==> config.mk <==
export PLATFORM = sky130hd
export DESIGN_NAME = proc_supervisor
export DESIGN_NICKNAME = d
export VERILOG_FILES = /design/src/rtl/proc_supervisor.sv
export SDC_FILE = /design/constraint.sdc
export NUM_CORES = 1
export LEC_CHECK = 0
export ABC_AREA = 1
export BUFFER_PORTS_ARGS = -buffer_cell sky130_fd_sc_hd__buf_2
export CELL_PAD_IN_SITES_DETAIL_PLACEMENT = 0
export CELL_PAD_IN_SITES_GLOBAL_PLACEMENT = 1
export CORE_ASPECT_RATIO = 1.2
export CORE_UTILIZATION = 30
export DETAILED_ROUTE_END_ITERATION = 6
export PLACE_DENSITY_LB_ADDON = 0.1
export SLEW_MARGIN = 20
export SYNTH_ARGS = -nofsm -noshare
export SYNTH_HDL_FRONTEND = slang
export SYNTH_SLANG_ARGS = --single-unit
==> constraint.sdc <==
create_clock -name clk -period 2.3 [get_ports clk]
set_clock_uncertainty 0.15 [all_clocks]
set_input_delay 0.23 -clock clk [delete_from_list [all_inputs] [get_ports clk]]
set_output_delay 0.23 -clock clk [all_outputs]
set_load 0.02 [all_outputs]
==> src/rtl/proc_supervisor.sv <==
module proc_supervisor #(
  parameter int HOLD_TICKS = 250,
  parameter int WD_SHORT   = 250,
  parameter int WD_MID     = 500,
  parameter int WD_LONG    = 1000,
  parameter int SETTLE_CYC = 3
) (
  input  logic       clk,
  input  logic       rst_n,
  input  logic       tick_ms,
  input  logic       pwr_ok,
  input  logic       rst_pin_i,
  input  logic       wd_kick,
  input  logic       wd_we,
  input  logic [1:0] wd_sel,
  output logic       rst_n_o
);

  localparam int HW = $clog2(HOLD_TICKS + 1);
  localparam int WW = $clog2(WD_LONG + 1);
  localparam int SW = $clog2(SETTLE_CYC + 1);

  typedef enum logic [2:0] {S_PFAIL, S_HOLD, S_PRESS, S_SETTLE, S_WAIT, S_RUN} st_t;

  st_t           st;
  logic [HW-1:0] hcnt;
  logic [WW-1:0] wcnt;
  logic [WW-1:0] wd_lim;
  logic [SW-1:0] scnt;
  logic [1:0]    wd_code;
  logic [1:0]    k_sync, l_sync;
  logic          k_prev, l_prev;

  wire k_fall    = k_prev & ~k_sync[1];
  wire l_fall    = l_prev & ~l_sync[1];
  wire line_hi   = l_sync[1];
  wire hold_done = tick_ms && (hcnt == HW'(HOLD_TICKS - 1));
  wire wd_on     = (wd_code != 2'b00);
  wire wd_clr    = (st != S_RUN) || !wd_on || wd_we || k_fall;
  wire wd_expire = !wd_clr && tick_ms && (wcnt == wd_lim - WW'(1));

  always_comb begin
    case (wd_code)
      2'b01:   wd_lim = WW'(WD_SHORT);
      2'b10:   wd_lim = WW'(WD_MID);
      default: wd_lim = WW'(WD_LONG);
    endcase
  end

  assign rst_n_o = !((st == S_PFAIL) || (st == S_HOLD) || (st == S_PRESS));

  always_ff @(posedge clk or negedge rst_n) begin
    if (!rst_n) begin
      k_sync <= 2'b11;
      l_sync <= 2'b11;
      k_prev <= 1'b1;
      l_prev <= 1'b1;
    end else begin
      k_sync <= {k_sync[0], wd_kick};
      l_sync <= {l_sync[0], rst_pin_i};
      k_prev <= k_sync[1];
      l_prev <= l_sync[1];
    end
  end

  always_ff @(posedge clk or negedge rst_n) begin
    if (!rst_n)     wd_code <= 2'b11;
    else if (wd_we) wd_code <= wd_sel;
  end

  always_ff @(posedge clk or negedge rst_n) begin
    if (!rst_n)         wcnt <= '0;
    else if (wd_clr)    wcnt <= '0;
    else if (tick_ms)   wcnt <= wd_expire ? '0 : wcnt + WW'(1);
  end

  always_ff @(posedge clk or negedge rst_n) begin
    if (!rst_n) begin
      st   <= S_PFAIL;
      hcnt <= '0;
      scnt <= '0;
    end else if (!pwr_ok) begin
      st   <= S_PFAIL;
      hcnt <= '0;
    end else begin
      case (st)
        S_PFAIL: begin
          st   <= S_HOLD;
          hcnt <= '0;
        end
        S_HOLD, S_PRESS: begin
          if (hold_done) begin
            hcnt <= '0;
            scnt <= '0;
            st   <= (st == S_HOLD) ? S_RUN : S_SETTLE;
          end else if (tick_ms) begin
            hcnt <= hcnt + HW'(1);
          end
        end
        S_SETTLE: begin
          if (scnt == SW'(SETTLE_CYC - 1)) st <= line_hi ? S_RUN : S_WAIT;
          else                             scnt <= scnt + SW'(1);
        end
        S_WAIT: begin
          if (line_hi) begin
            st   <= S_HOLD;
            hcnt <= '0;
          end
        end
        default: begin
          if (l_fall) begin
            st   <= S_PRESS;
            hcnt <= '0;
          end else if (wd_expire) begin
            st   <= S_HOLD;
            hcnt <= '0;
          end
        end
      endcase
    end
  end

  a_r1_pfail_drives_low: assert property (@(posedge clk) disable iff (!rst_n)
    !pwr_ok |=> !rst_n_o);

  a_r2_hold_in_range: assert property (@(posedge clk) disable iff (!rst_n)
    hcnt < HW'(HOLD_TICKS));

  a_r3_press_detected: assert property (@(posedge clk) disable iff (!rst_n)
    (st == S_RUN && pwr_ok && l_fall) |=> (st == S_PRESS && !rst_n_o));

  a_r9_press_not_retriggered: assert property (@(posedge clk) disable iff (!rst_n)
    (st == S_PRESS && pwr_ok) |=> (st == S_PRESS || st == S_SETTLE));

  a_r6_wd_in_range: assert property (@(posedge clk) disable iff (!rst_n)
    wd_on |-> (wcnt < wd_lim));

  a_r7_kick_restarts: assert property (@(posedge clk) disable iff (!rst_n)
    (st == S_RUN && pwr_ok && !l_fall && k_fall) |=> (wcnt == '0 && rst_n_o));

endmodule

==> metrics.md, run 1 <==
| Metric | Value |
|---|---|
| Rows | `31` |
| Largest net degree at the start of global routing | `32` |
| Core Box Area | `6090 sq um` |
| RD Place Congestion | `0.753` |
| Worst Path Required | `2320 ps` |
| Most frequent cells in the layout | `nand2_1, inv_1, nor2_1` |
| Worst r2r src | `wd_code[0]$_DFFE_PN1P_` |
| Total die area | `6700 sq um` |
| Worst skew pair latency | `280 ps` |
| Final setup viols | `0` |
| Netlist area before placement | `1910 sq um` |
| CTS clk-pin slew, worst paths | `70 ps` |
| Least-Margin Pin Slew | `724 ps` |
| Netlist cell types | `27` |
| Period utilization | `90.8%` |
| Antenna cell count | `0` |
| H-tree Lvls | `2` |
| Overall via count from detail_route | `1655` |
| Die X-Extent | `74.9 um` |
| Post-place setup slack | `-3.50 ps` |
| Max-cap violations | `0` |
| GR Overflow Total | `0` |
| DRC viols | `0` |
| HP Class | `input port to register` |
| Share of post-route cells with drive strength above 1 | `17.5%` |
| Vias/cell | `4.57` |
| Yosys warning total | `0` |
| First DRT Iteration DRCs | `40` |
| CP Launch Point | `wd_code[0]$_DFFE_PN1P_` |
| Root buffer cell | `clkbuf_8` |
| TritonCTS clock tree | `yes` |
| Total GRT Usage | `15.8%` |
| Rel. slew slack | `51.7%` |
| DRT Pass-1 Iters | `4` |
| Longest Clk Path Bufs | `2` |
| Status | `finished, final reports clean` |
| Hold Vio Cnt, Final | `0` |
| PD cells | `676 nW/um^2` |
| First-pass GRT wire length | `7930 um` |
| Post-DRT Antenna Nets | `0` |
| Placed Area | `2080 sq um` |
| Nets | `296` |
| Peak VDD IR | `0.282 mV` |
| Routed wire per std cell | `12.8 um` |
| Antenna violations before repair | `0` |
| Multi-input logic area | `1020 sq um` |
| Total wire length | `4650 um` |
| Leakage power | `0.00102 uW` |
| Design area | `2250 sq um` |
| Post-route setup slack | `211 ps` |
| Setup tns final | `0 ps` |
| Area delta synth->final | `17.9%` |
| Unrepaired setup endpoints after global routing | `no` |
| Register area | `786 sq um` |
| Syn nets | `271` |
| Max Clk Rate | `479 MHz` |
| DP Wirelength | `3410 um` |
| Sequential element share of the synthesized area | `41.1%` |
| Crit Path Category | `register to register` |
| Slew Viols, Final | `0` |
| Sink Count | `31` |
| Synthesized flop and latch total | `31` |
| Vias in the first global route | `1736` |
| Crit-path max FO | `8` |
| HP Start | `wd_sel[1]` |
| IO buf count | `9` |
| CP arrival | `2110 ps` |
| Post-layout minimum cycle time | `2090 ps` |
| Top-level I/O count | `10` |
| Initial Utilization | `31.4%` |
| Avg Inst Size Synth | `7.53 sq um` |
| Critical Path End Type | `register` |
| Post-Synthesis Cells | `254` |
| Fillers | `694` |
| Die span in y | `89.5 um` |
| Cts bufs inserted | `5` |
| Most common cell after layout, fill and taps aside | `nand2_1` |
| Worst Setup Start Kind | `register` |
==> cell usage after synthesis <==
cell	instances	area, sq um
dfstp_2	8	210
nor2_1	30	113
nand2_4	1	11.3
nand2_1	64	240
o211ai_1	2	15.0
nor2_8	1	20.0
nand3b_1	2	15.0
inv_1	32	120
o21bai_1	3	22.5
inv_2	5	18.8
nor4_2	1	12.5
nor2_2	1	6.26
o21ai_0	10	50.1
xnor2_1	1	8.76
nand3b_2	1	11.3
nor3_1	4	20.0
nand3_1	28	140
dfrtp_1	23	576
xor2_1	7	61.3
nand3_2	3	30.0
a21oi_1	4	20.0
or2_2	1	6.26
nand4_1	5	31.3
o22ai_1	6	37.5
ha_1	8	100
nand2_2	2	12.5
clkbuf_1	1	3.75
==> routing by layer <==
| layer | wire (um) | vias to the layer above | part of all wire (%) | global-route usage, % |
|---|---|---|---|---|
| li1 | - | 867 | - | - |
| met2 | 2430 | 13 | 52 | 28.9 |
| met5 | 0 | - | 0 | 0 |
| met1 | 2070 | 769 | 44 | 17.9 |
| met3 | 90 | 6 | 1.9 | 3.49 |
| met4 | 63 | 0 | 1.4 | 5.66 |
==> power breakdown <==
group          total, uW  internal [uW]  leakage [uW]  switching, uW
registers            668            599      0.000402           68.1
clock network        413            212     0.0000422            201
logic                444            150      0.000572            294
==> worst max-delay path: stages, from the launching register on <==
cell,delay [ps]
dfstp_2,540
inv_1,90
ha_4,260
inv_2,80
nand2_1,50
nand2_1,50
nand3_1,80
nor2_2,130
nand3_2,170
nand2_4,150
nand2_4,90
nand2_1,70
nand2_1,50
==> area by class of cell <==
cell class,count,share of cell area (%)
clock buffer,7,3.39
multi-input combinational,186,45.3
inverter,37,6.16
clock inverter,1,0.222
timing repair buffer,18,5.55
sequential,31,34.9
tap,82,4.55
==> cell families (layout without fill, tap and decap cells) <==
group | Yosys count | count (layout) | share of synthesized area (%)
XOR/XNOR | 8 | 8 | 3.66
buffers and inverters | 38 | 63 | 7.46
flip-flops | 31 | 31 | 41.1
adder cells (fa/ha/maj) | 8 | 8 | 5.23
AO/OA/AOI/OAI | 25 | 25 | 7.59
AND/OR/NAND/NOR | 144 | 145 | 35.0
==> through the flow <==
| step | hold slack, ps | utilization (%) | power (uW) | cells |
|---|---|---|---|---|
| finish | 14.0 | 37.0 | 1530 | 362 |
| global route | 33.3 | 37.0 | 1630 | 362 |
| CTS | 1.14 | 36.4 | 1540 | 360 |
| detailed placement | 187 | 34.1 | 1100 | 347 |
| global placement | 186 | 34.1 | 1110 | 347 |
| floorplan | -216 | - | 976 | 254 |
==> state kept, by name (all words and copies together), names as in the netlist <==
signal   count
st           3
hcnt         8
k_prev       1
l_sync       2
wcnt        10
k_sync       2
scnt         2
l_prev       1
wd_code      2
==> final timing paths <==
kind	end	slack, ps	depth (start not counted)
min in group asynchronous	wcnt[1]$_DFFE_PN0P_	390	2
setup / recovery	hcnt[5]$_DFFE_PN0P_	210	12
max in group asynchronous	wcnt[9]$_DFFE_PN0P_	1140	2
setup reg to reg	hcnt[5]$_DFFE_PN0P_	210	12
hold / removal	wd_code[1]$_DFFE_PN1P_	10	3
hold reg to reg	k_sync[1]$_DFF_PN1_	210	0
==> what timing repair did <==
| action | CTS | global route |
|---|---|---|
| pin swaps | 0 | 1 |
| hold buffers | 5 | 0 |
| setup buffers | 0 | 1 |
| endpoints found under the setup margin | 8 | 12 |
| endpoints found under the hold margin | 26 | 0 |
| gates cloned | 0 | 1 |
| gates resized for setup | 1 | 5 |
No activity file was read; power rests on OpenSTA's default activity.
==> inputs of run 2 (changes only) <==
--- a/config.mk
+++ b/config.mk
@@ -5,7 +5,7 @@
 export SDC_FILE = /design/constraint.sdc
 export NUM_CORES = 1
 export LEC_CHECK = 0
-export ABC_AREA = 1
+export ABC_AREA = 0
 export BUFFER_PORTS_ARGS = -buffer_cell sky130_fd_sc_hd__buf_2
 export CELL_PAD_IN_SITES_DETAIL_PLACEMENT = 0
 export CELL_PAD_IN_SITES_GLOBAL_PLACEMENT = 1
==> metrics.md, run 2 <==
| Metric | Value |
|---|---|
| Status | `finished with violations` |
| Failing checks | `negative setup slack` |
| Worst r2r src | `wd_code[1]$_DFFE_PN1P_` |
| Top-level I/O count | `10` |
| Area delta synth->final | `25.6%` |
| HP Start | `wd_sel[0]` |
| Slew Viols, Final | `0` |
| Die X-Extent | `72.9 um` |
| Core Box Area | `5740 sq um` |
| GR Overflow Total | `0` |
| Worst Setup Start Kind | `register` |
| Final setup viols | `11` |
| Longest Clk Path Bufs | `2` |
| Total GRT Usage | `15.6%` |
| Leakage power | `0.000978 uW` |
| Worst Path Buf+Inv | `1` |
| Worst path max stage delay | `560 ps` |
| Rows | `30` |
| Initial Utilization | `31.5%` |
| First-pass GRT wire length | `7520 um` |
| Total wire length | `4330 um` |
| Critical Path End Type | `register` |
| Routed wire per std cell | `14.1 um` |
| Top cells by count, synth | `dfrtp_1, nand2_1, nand3_1, nor2_1, o21ai_0` |
| Rel. slew slack | `51.9%` |
| Post-DRT Antenna Nets | `0` |
| Max Clk Rate | `399 MHz` |
| First DRT Iteration DRCs | `60` |
| Unrepaired setup endpoints after global routing | `yes` |
| Crit-path max FO | `6` |
| Crit path max-delay family | `compound AO/OA/AOI/OAI gates` |
| Largest net degree at the start of global routing | `32` |
| Antenna violations before repair | `0` |
| Top Registers | `wcnt: 10 flops, hcnt: 8 flops, st: 3 flops` |
| Avg Inst Size Synth | `9.44 sq um` |
| Period utilization | `109%` |
| Post-Synth XOR/XNOR Area | `1.45%` |
| Number of flip-flops in the largest register | `10` |
| Design area | `2270 sq um` |
| Mux cell area share after synthesis | `2.21%` |
| Reg with most FFs | `wcnt` |
| TritonCTS clock tree | `yes` |
| HP Class | `input port to register` |
| CP arrival | `2520 ps` |
| Overall via count from detail_route | `1541` |
| Synth Flop Type | `dfrtp_1` |
| DP Wirelength | `3100 um` |
| Netlist cell types | `45` |
| Post-route setup slack | `-204 ps` |
| Nets | `243` |
| Syn nets | `209` |
| DRT Pass-1 Iters | `4` |
| Hold Vio Cnt, Final | `0` |
| Peak VDD IR | `0.225 mV` |
| PD cells | `744 nW/um^2` |
| Simple-Gate Fraction of Synth Area | `23.8%` |
| Most frequent cell after synthesis | `dfrtp_1` |
| Largest family of logic cells by synthesized area | `simple AND/OR/NAND/NOR gates` |
| Max-cap violations | `0` |
| Worst skew pair latency | `280 ps` |
| Sink Count | `31` |
| Fin Hold WS | `20.3 ps` |
| Post-layout minimum cycle time | `2500 ps` |
| Yosys top cell by area | `dfrtp_1` |
| Crit Path Category | `register to register` |
| DRC viols | `0` |
| IO buf count | `9` |
| Cts bufs inserted | `5` |
| Worst Path Required | `2320 ps` |
| Crit-path slowest cell | `dfstp_2` |
| RD Place Congestion | `0.784` |
| Sequential element share of the synthesized area | `43.4%` |
| Placed Area | `2050 sq um` |
| Total die area | `6360 sq um` |
| Post-synth ARST share | `100%` |
| Synth top area cells | `dfrtp_1, dfstp_2, ha_1, nand2_1, nand3_1` |
| Number of synthesized flops with an enable pin | `0` |
| Yosys warning total | `0` |
| Vias/cell | `5.02` |
| Least-Margin Pin Slew | `722 ps` |
| CP Launch Point | `wd_code[1]$_DFFE_PN1P_` |
| Synthesized flop and latch total | `31` |
| Adder-Cell Fraction of Synth Area | `6.08%` |
| Area fraction in compound gates after synthesis | `19.2%` |
| H-tree Lvls | `2` |
| Die span in y | `87.1 um` |
| Share of post-route cells with drive strength above 1 | `30.0%` |
| Most common cell after layout, fill and taps aside | `dfrtp_1` |
| Antenna cell count | `0` |
| Most frequent cells in the layout | `dfrtp_1, nand2_1, buf_4` |
| Root buffer cell | `clkbuf_8` |
| Netlist area before placement | `1810 sq um` |
| Post-Synthesis Cells | `192` |
| Synth top area share | `31.8%` |
| CTS clk-pin slew, worst paths | `70 ps` |
| CP cell instances | `inv_4 -> ha_4 -> or3b_4 -> a211oi_2 -> nand2_1 -> a221o_2 -> a221o_1` |
| Vias in the first global route | `1579` |
-- run 2: cell types whose count changed after synthesis, sizes merged, moves of 7 or more --
cell   delta
xor2      -7
a31oi     +7
nand2    -45
inv      -29
nor2     -20
nand3    -17
-- run 2: area by class of cell --
cell class / count / area, sq um
clock inverter: 1 / 5.00
multi-input combinational: 146 / 1010
inverter: 8 / 32.5
fill: 563 / 3470
sequential: 31 / 786
tap: 80 / 100
clock buffer: 7 / 76.3
timing repair buffer: 34 / 264
-- run 2: path summary, 6_finish.rpt --
path / to / slack (ps) / depth (start not counted)
max: hcnt[2]$_DFFE_PN0P_ / -200 / 7
min: wd_code[0]$_DFFE_PN1P_ / 20 / 3
max reg2reg: hcnt[2]$_DFFE_PN0P_ / -200 / 7
min reg2reg: k_sync[1]$_DFF_PN1_ / 210 / 0
max in group asynchronous: wcnt[5]$_DFFE_PN0P_ / 1140 / 2
min in group asynchronous: hcnt[7]$_DFFE_PN0P_ / 400 / 2
-- run 2: kinds of logic after synthesis --
kind of cell | after synthesis
xor+xnor | 3
mux | 4
fa+ha+maj | 9
flops | 31
compound gates | 49
simple gates | 81
buf+inv | 15
-- run 2: repair_timing --
item	in CTS	in global routing
hold buffers	3	0
setup buffers	4	2
resized for setup	1	14
hold endpoints to repair	25	0
endpoints found under the setup margin	9	20
pin swaps	5	9
gates cloned	0	0
-- run 2: through the flow --
step           std cells  setup slack, ps  setup TNS [ps]  total power [uW]  utilization, %
2_1_floorplan        192             -128            -207              1050               -
3_3_place_gp         290             -198           -1230              1240            35.7
3_5_place_dp         290             -231           -1440              1240            35.7
4_1_cts              305             -215           -1370              1680            38.5
5_1_grt              307             -301           -2680              1830            39.6
6_report             307             -204           -1420              1690            39.6
-- run 2: worst min-delay path, cell delays in order --
cell and delay, ps:
buf_2 80, nand2_1 40, o21ai_0 70
-- run 2: where the power goes --
part / switching, uW / internal, uW
sequential: 72.0 / 608
clock: 202 / 212
combinational: 310 / 288
-- run 2: routing by layer --
metal	vias up	GRT usage [%]	part of all wire (%)
met2	20	27.6	53
met1	750	18.2	43
met4	0	6.24	1.5
met3	7	3.24	3.1
met5	-	0	0
li1	764	-	-
